[src/rtl/sipo_pkg.sv]
package sipo_pkg;
  localparam int DEF_WIDTH = 8;
  localparam int DEF_SYNC  = 2;

  // bit positions inside the synchronized control vector
  localparam int CI_DATA  = 0;
  localparam int CI_SHIFT = 1;
  localparam int CI_STORE = 2;
  localparam int CI_CLRN  = 3;
  localparam int CI_OEN   = 4;
  localparam int CI_NUM   = 5;
endpackage

[src/rtl/sipo_sync.sv]
module sipo_sync #(
  parameter int W = 1,
  parameter int STAGES = 2,
  parameter logic [W-1:0] RST_VAL = '0
) (
  input  logic         clk,
  input  logic         rst_n,
  input  logic [W-1:0] async_i,
  output logic [W-1:0] sync_o
);
  logic [W-1:0] chain [STAGES];

  genvar s;
  generate
    for (s = 0; s < STAGES; s++) begin : g_stage
      if (s == 0) begin : g_first
        always_ff @(posedge clk) begin
          if (!rst_n) chain[0] <= RST_VAL;
          else        chain[0] <= async_i;
        end
      end else begin : g_next
        always_ff @(posedge clk) begin
          if (!rst_n) chain[s] <= RST_VAL;
          else        chain[s] <= chain[s-1];
        end
      end
    end
  endgenerate

  assign sync_o = chain[STAGES-1];
endmodule

[src/rtl/sipo_edge.sv]
module sipo_edge (
  input  logic clk,
  input  logic rst_n,
  input  logic lvl_i,
  output logic rise_o
);
  logic prev_q;

  always_ff @(posedge clk) begin
    if (!rst_n) prev_q <= 1'b0;
    else        prev_q <= lvl_i;
  end

  assign rise_o = lvl_i & ~prev_q;

  AST_RISE_SINGLE: assert property (@(posedge clk) disable iff (!rst_n)
    rise_o |=> !rise_o);
endmodule

[src/rtl/sipo_shift_stage.sv]
module sipo_shift_stage #(
  parameter int W = 8
) (
  input  logic         clk,
  input  logic         rst_n,
  input  logic         step_i,
  input  logic         clr_i,
  input  logic         bit_i,
  output logic [W-1:0] sr_o
);
  logic [W-1:0] sr_q;

  always_ff @(posedge clk) begin
    if (!rst_n)      sr_q <= '0;
    else if (clr_i)  sr_q <= '0;
    else if (step_i) sr_q <= {sr_q[W-2:0], bit_i};
  end

  assign sr_o = sr_q;

  AST_CLEAR_ZERO: assert property (@(posedge clk) disable iff (!rst_n)
    clr_i |=> (sr_o == '0));
  AST_SHIFT_MOVE: assert property (@(posedge clk) disable iff (!rst_n)
    (step_i && !clr_i) |=> (sr_o[W-1:1] == $past(sr_o[W-2:0])));
  AST_SHIFT_HOLD: assert property (@(posedge clk) disable iff (!rst_n)
    (!step_i && !clr_i) |=> $stable(sr_o));
endmodule

[src/rtl/sipo_store_stage.sv]
module sipo_store_stage #(
  parameter int W = 8
) (
  input  logic         clk,
  input  logic         rst_n,
  input  logic         load_i,
  input  logic [W-1:0] word_i,
  output logic [W-1:0] q_o
);
  logic [W-1:0] q_q;

  always_ff @(posedge clk) begin
    if (!rst_n)      q_q <= '0;
    else if (load_i) q_q <= word_i;
  end

  assign q_o = q_q;

  AST_STORE_CAPTURE: assert property (@(posedge clk) disable iff (!rst_n)
    load_i |=> (q_o == $past(word_i)));
  AST_STORE_HOLD: assert property (@(posedge clk) disable iff (!rst_n)
    !load_i |=> $stable(q_o));
endmodule

[src/rtl/serial_latch_reg.sv]
module serial_latch_reg #(
  parameter int WIDTH = sipo_pkg::DEF_WIDTH,
  parameter int SYNC_STAGES = sipo_pkg::DEF_SYNC
) (
  input  logic             clk,
  input  logic             rst_n,
  input  logic             ser_in,
  input  logic             shift_clk,
  input  logic             store_clk,
  input  logic             clr_n,
  input  logic             oe_n,
  output logic [WIDTH-1:0] par_data,
  output logic [WIDTH-1:0] par_en,
  output logic             ser_out
);
  import sipo_pkg::*;

  localparam logic [CI_NUM-1:0] CTRL_RST =
    (CI_NUM'(1) << CI_CLRN) | (CI_NUM'(1) << CI_OEN);

  logic [CI_NUM-1:0] raw_ctrl;
  logic [CI_NUM-1:0] syn_ctrl;
  logic [1:0]        strobe_lvl;
  logic [1:0]        strobe_rise;
  logic [WIDTH-1:0]  sr_w;
  logic [WIDTH-1:0]  latch_w;
  logic              drive_w;

  always_comb begin
    raw_ctrl           = '0;
    raw_ctrl[CI_DATA]  = ser_in;
    raw_ctrl[CI_SHIFT] = shift_clk;
    raw_ctrl[CI_STORE] = store_clk;
    raw_ctrl[CI_CLRN]  = clr_n;
    raw_ctrl[CI_OEN]   = oe_n;
  end

  sipo_sync #(.W(CI_NUM), .STAGES(SYNC_STAGES), .RST_VAL(CTRL_RST)) u_sync (
    .clk    (clk),
    .rst_n  (rst_n),
    .async_i(raw_ctrl),
    .sync_o (syn_ctrl)
  );

  assign strobe_lvl = {syn_ctrl[CI_STORE], syn_ctrl[CI_SHIFT]};

  genvar e;
  generate
    for (e = 0; e < 2; e++) begin : g_edge
      sipo_edge u_edge (
        .clk   (clk),
        .rst_n (rst_n),
        .lvl_i (strobe_lvl[e]),
        .rise_o(strobe_rise[e])
      );
    end
  endgenerate

  sipo_shift_stage #(.W(WIDTH)) u_shift (
    .clk   (clk),
    .rst_n (rst_n),
    .step_i(strobe_rise[0]),
    .clr_i (~syn_ctrl[CI_CLRN]),
    .bit_i (syn_ctrl[CI_DATA]),
    .sr_o  (sr_w)
  );

  sipo_store_stage #(.W(WIDTH)) u_store (
    .clk   (clk),
    .rst_n (rst_n),
    .load_i(strobe_rise[1]),
    .word_i(sr_w),
    .q_o   (latch_w)
  );

  assign drive_w  = ~syn_ctrl[CI_OEN];
  assign par_en   = {WIDTH{drive_w}};
  assign par_data = drive_w ? latch_w : '0;
  assign ser_out  = sr_w[WIDTH-1];

  AST_SAME_CYCLE: assert property (@(posedge clk) disable iff (!rst_n)
    (strobe_rise[0] && strobe_rise[1]) |=> (latch_w == $past(sr_w)));
  AST_OFF_QUIET: assert property (@(posedge clk) disable iff (!rst_n)
    (par_en == '0) |-> (par_data == '0));
  AST_EN_UNIFORM: assert property (@(posedge clk) disable iff (!rst_n)
    (par_en == '0) || (par_en == '1));
  AST_CASCADE_TOP: assert property (@(posedge clk) disable iff (!rst_n)
    $past(strobe_rise[0]) && !$past(syn_ctrl[CI_CLRN] == 1'b0)
      |-> (ser_out == $past(sr_w[WIDTH-2])));
endmodule

[config.mk]
export PLATFORM = sky130hd
export DESIGN_NAME = serial_latch_reg
export DESIGN_NICKNAME = d
export VERILOG_FILES = /design/src/rtl/sipo_pkg.sv /design/src/rtl/sipo_sync.sv /design/src/rtl/sipo_edge.sv /design/src/rtl/sipo_shift_stage.sv /design/src/rtl/sipo_store_stage.sv /design/src/rtl/serial_latch_reg.sv
export SDC_FILE = /design/constraint.sdc
export NUM_CORES = 1
export LEC_CHECK = 0
export ABC_AREA = 1
export BUFFER_PORTS_ARGS = -buffer_cell sky130_fd_sc_hd__buf_2
export CELL_PAD_IN_SITES_DETAIL_PLACEMENT = 0
export CELL_PAD_IN_SITES_GLOBAL_PLACEMENT = 1
export CORE_ASPECT_RATIO = 0.8
export CORE_UTILIZATION = 33
export CTS_BUF_LIST = sky130_fd_sc_hd__clkbuf_8 sky130_fd_sc_hd__clkbuf_16
export CTS_CLUSTER_DIAMETER = 60
export DETAILED_ROUTE_END_ITERATION = 16
export PLACE_DENSITY = 0.81
export SETUP_SLACK_MARGIN = 0.02
export SLEW_MARGIN = 10
export SYNTH_ARGS = -nofsm -noshare
export SYNTH_HDL_FRONTEND = slang
export SYNTH_SLANG_ARGS = --single-unit
export TNS_END_PERCENT = 100
[constraint.sdc]
create_clock -name clk -period 0.9 [get_ports clk]
set_input_delay 0.09 -clock clk [delete_from_list [all_inputs] [get_ports clk]]
set_output_delay 0.09 -clock clk [all_outputs]
set_load 0.05 [all_outputs]
Word level (Yosys, flattened, before mapping)
Memories as Yosys holds them, arrays and structs flattened.
Index checks and enable logic that the tools add are counted.
{"block": "totals", "regBits": 18, "ram_bits": 10, "out_inout_bits": 17, "wordCells": 18, "mem_count": 1}
{"name": "u_sync.chain", "words": 2, "word_bits": 5, "rd": 2, "rd_clocked_by_memory_dff": 0, "write_ports": 2, "line": "sipo_sync.sv:11", "rtl": "logic [W-1:0] chain [STAGES];"}
{"block": "classes", "muxes": 5, "n_bitwise": 7, "n_reduce_logical": 1}
{"operator": "$mux W5", "count": 2}
{"operator": "$mux W8", "count": 1}
{"operator": "$not A1 Y1", "count": 3}
{"operator": "$and A1 B1 Y1", "count": 2}
{"operator": "$mux W1", "count": 2}
{"operator": "$or A1 B1 Y1", "count": 2}
{"operator": "$reduce_and A2 Y1", "count": 1}

Depth between registers and ports, before layout
{"block": "logic_depth", "depth_word": 2, "depth_mapped": 5, "mapped_depth_nobuf": 5}

Hierarchy
Synthesis repeated with hierarchy kept, for this count alone.
{"block": "unflattened", "hier_cells": 155, "hier_area_um2": 1139.8}
{"mod": "sipo_store_stage", "n_inst": 1, "cells_each": 51, "area_per_inst_um2": 356.6}
{"mod": "sipo_sync", "n_inst": 1, "cells_each": 31, "area_per_inst_um2": 286.5}
{"mod": "sipo_shift_stage", "n_inst": 1, "cells_each": 36, "area_per_inst_um2": 282.8}
{"mod": "serial_latch_reg", "n_inst": 1, "cells_each": 27, "area_per_inst_um2": 138.9}
{"mod": "sipo_edge", "n_inst": 2, "cells_each": 5, "area_per_inst_um2": 37.5}

Worst setup path before layout
OpenSTA, ideal clock, no wires.
{"block": "synth_timing", "path_type": "register to output", "startpoint": "memory u_sync.chain[1][4] (netlist bit)", "endpoint": "output port par_data[0]", "arrival_ps": 1125, "setup_slack_ps": -315, "stages_incl_launch_ff": 3, "cell_sequence": "dfxtp_1 -> clkbuf_1 -> nor2_1"}
{"element": "start: declaration", "line": "sipo_sync.sv:11"}
{"element": "end: declaration", "line": "serial_latch_reg.sv:12", "rtl": "output logic [WIDTH-1:0] par_data,"}

==> results_dict.tcl <==
set metrics [dict create \
    routed-via-count 947 \
    pwr-share-seq_pct 50.0 \
    ant_nets 0 \
    grt_pass1_wl_um 3390 \
    p_sw_share_pct 23.5 \
    coreArea_um2 3200 \
    antenna_found_initial 0 \
    cp-startpoint "u_sync.chain[1][4]$_SDFF_PN1_" \
    syn_avg_cell_area_um2 7.00 \
    yosys-top-cells-count "nor2_1, inv_1, nand2_1" \
    syn_to_final_growth_pct 38.6 \
    violations "setup timing" \
    clockPowerShare_pct 36.8 \
    clk_latency_ns 0.27 \
    drt_iter0_drc 48 \
    vdd_ir_drop_max_v 0.000833 \
    yosysMostFrequentCell "nor2_1" \
    numPortBuffers 23 \
    die_width_um 68.0 \
    crit_family "flip-flops" \
    syn_area_um2 1150 \
    grt_util_all_layers_pct 12.5 \
    synth_area_leaders "dfxtp_1, nor2_1, inv_1" \
    crit_path_cell_trace "buf_12, nor2_4, buf_6" \
    worstMarginPinSlew_ns 0.249 \
    drv_cap 0 \
    viasPerCell 4.12 \
    post-route-util_pct 49.8 \
    syn-num-nets 171 \
    leakage_nw 0.745 \
    path_buf_inv 2 \
    path_clk_slew_ns 0.09 \
    drv_slew 0 \
    power_frac_comb_pct 13.2 \
    finalInstanceArea_um2 1590 \
    crit_type "reg2out" \
    p_sw_mw 0.622 \
    setup_viol 16 \
    timing.final.ws_setup_ns -0.231 \
    clock-sinks 28 \
    first_pass_iters 4 \
    cts_buffers 3 \
    worstPathMaxFanout 7 \
    synth_cell_types 11 \
    slew_headroom_pct 83.4 \
    r2r_start "u_sync.chain[1][2]$_SDFF_PN0_" \
    period_minus_slack_ns 1.13 \
    die_area_um2 3720 \
    rows 18 \
    fp.dieH_um 54.8 \
    grt_max_degree 21 \
    min_from "rst_n" \
    n_fill_cell 309 \
    cts_tree "built" \
    wl_per_cell_um 8.76 \
    dpl-instance-area_um2 1350 \
    arrival_ns 1.04 \
    grt_pass1_vias 830 \
    synth_ff_type "dfxtp_1" \
    drive_gt1_share_pct 30.5 \
    yosysTopAreaCell "dfxtp_1" \
    end_kind "output pin" \
    ys.warnings.count 0 \
    cts_root_buf "clkbuf_8" \
    post-route-period-util_pct 126 \
    power_mw 2.65 \
    gp_congestion 0.731 \
    power_density_nw_per_um2 1660 \
    syn_inst 164 \
    p_int_mw 2.02 \
    grt-ovfl-total 0 \
    layout.cells.non_filler 230 \
    startpoint_type "flip-flop" \
    nets 198 \
    num_antenna_cells 0 \
    max_stage_delay_ns 0.37 \
    ys_seq_elements 28 \
    initial_core_util_pct 35.9 \
    status "finished with violations" \
    ctsLongestPathBuffers 2 \
    drt-total-wl_um 2010 \
    ios 24 \
    synth-edff-count 0 \
    finalHoldViolCount 0 \
    cp.required_ns 0.81 \
    grt_setup_unrepaired "true" \
    synth_top_area_share_pct 48.8 \
    dp_cells 220 \
    async_flop_share_pct 0 \
    hold_class "in2reg" \
    max_freq_mhz 884 \
    drc_errors 0 \
    clock_skew_ns 0.00135 \
    slowest_stage "dfxtp_4" \
    htree_levels 1 \
    dp_hpwl_um 1450 \
    seq_area_frac_synth_pct 48.8 \
]
[layout by cell type, fill, tap and decap left out, types with 4 or more instances in the layout]
cell type / Yosys / final
buf_2: 2 / 6
buf_4: 9 / 13
buf_6: 1 / 5
buf_8: 0 / 5
dfxtp_1: 28 / 23
dlygate4sd3_1: 0 / 5
inv_1: 33 / 29
inv_2: 2 / 4
nand2_1: 31 / 31
nand3_1: 15 / 15
nor2_1: 40 / 29
nor2_4: 2 / 10
[cells by family (layout without fill, tap and decap cells)]
logic type,count (synthesis),after routing,synth area share (%)
simple gates,88,88,31.7
buf+inv,48,74,19.5
flops,28,28,48.8
[what timing repair did]
action	CTS	global route
gates cloned	0	0
hold endpoints to repair	5	0
hold buffers	5	0
setup buffers	1	0
gates resized for setup	27	22
setup endpoints to repair	21	30
pin swaps	9	13
[power groups by stage]
stage               clock network [mW]  registers, mW  logic, mW
global route                      1.06           1.33      0.388
detailed placement                   0           1.35      0.305
floorplan                            0           1.35      0.265
CTS                               1.00           1.32      0.340
global placement                     0           1.35      0.300
finish                           0.974           1.32      0.349
[metrics by stage]
step / setup TNS (ns) / setup WS [ns] / hold WS (ns)
2_1_floorplan: -0.318 / -0.0447 / 0.175
3_3_place_gp: -0.0771 / -0.0129 / 0.260
3_5_place_dp: -0.151 / -0.0244 / 0.264
4_1_cts: -3.65 / -0.239 / 0.208
5_1_grt: -4.47 / -0.292 / 0.202
6_report: -3.54 / -0.231 / 0.196
[layer usage]
metal  global-route usage (%)  share of wire (%)  vias up
met1                     14.6                 49      410
met4                     3.13               0.60        0
met2                     21.6                 46       20
met3                     5.00                4.2        2
li1                         -                  -      515
met5                        0                  0        -
[layout make-up]
cell class | count | area [µm²] | share of cell area (%)
Inverter | 35 | 138 | 8.65
Tap cell | 40 | 50.0 | 3.14
Multi-Input combinational cell | 88 | 432 | 27.1
Clock buffer | 3 | 41.3 | 2.59
Sequential cell | 28 | 572 | 35.9
Clock inverter | 1 | 30.0 | 1.89
Timing Repair Buffer | 35 | 329 | 20.7
[sequential cells by signal, summed over array words and instances (netlist names)]
name and cells:
g_edge.u_edge.prev_q 2, u_store.q_o 8, u_sync.chain 10, u_shift.sr_o 8
[worst reg2reg max path, stage by stage, from the launching register on]
cell and delay, ns:
dfxtp_2 0.36, inv_2 0.05, nor2_4 0.21, nor2_1 0.07, nor2_1 0.10
[worst paths after layout]
path	to	slack (ns)	depth (start not counted)
max reg2reg	u_store.q_o[6]$_SDFFE_PN0P_	0.06	4
min reg2reg	u_sync.chain[1][1]$_SDFF_PN0_	0.42	2
max	par_data[1]	-0.23	3
min	u_shift.sr_o[0]$_SDFFE_PN0P_	0.20	5
No activity file was read; power rests on OpenSTA's default activity.
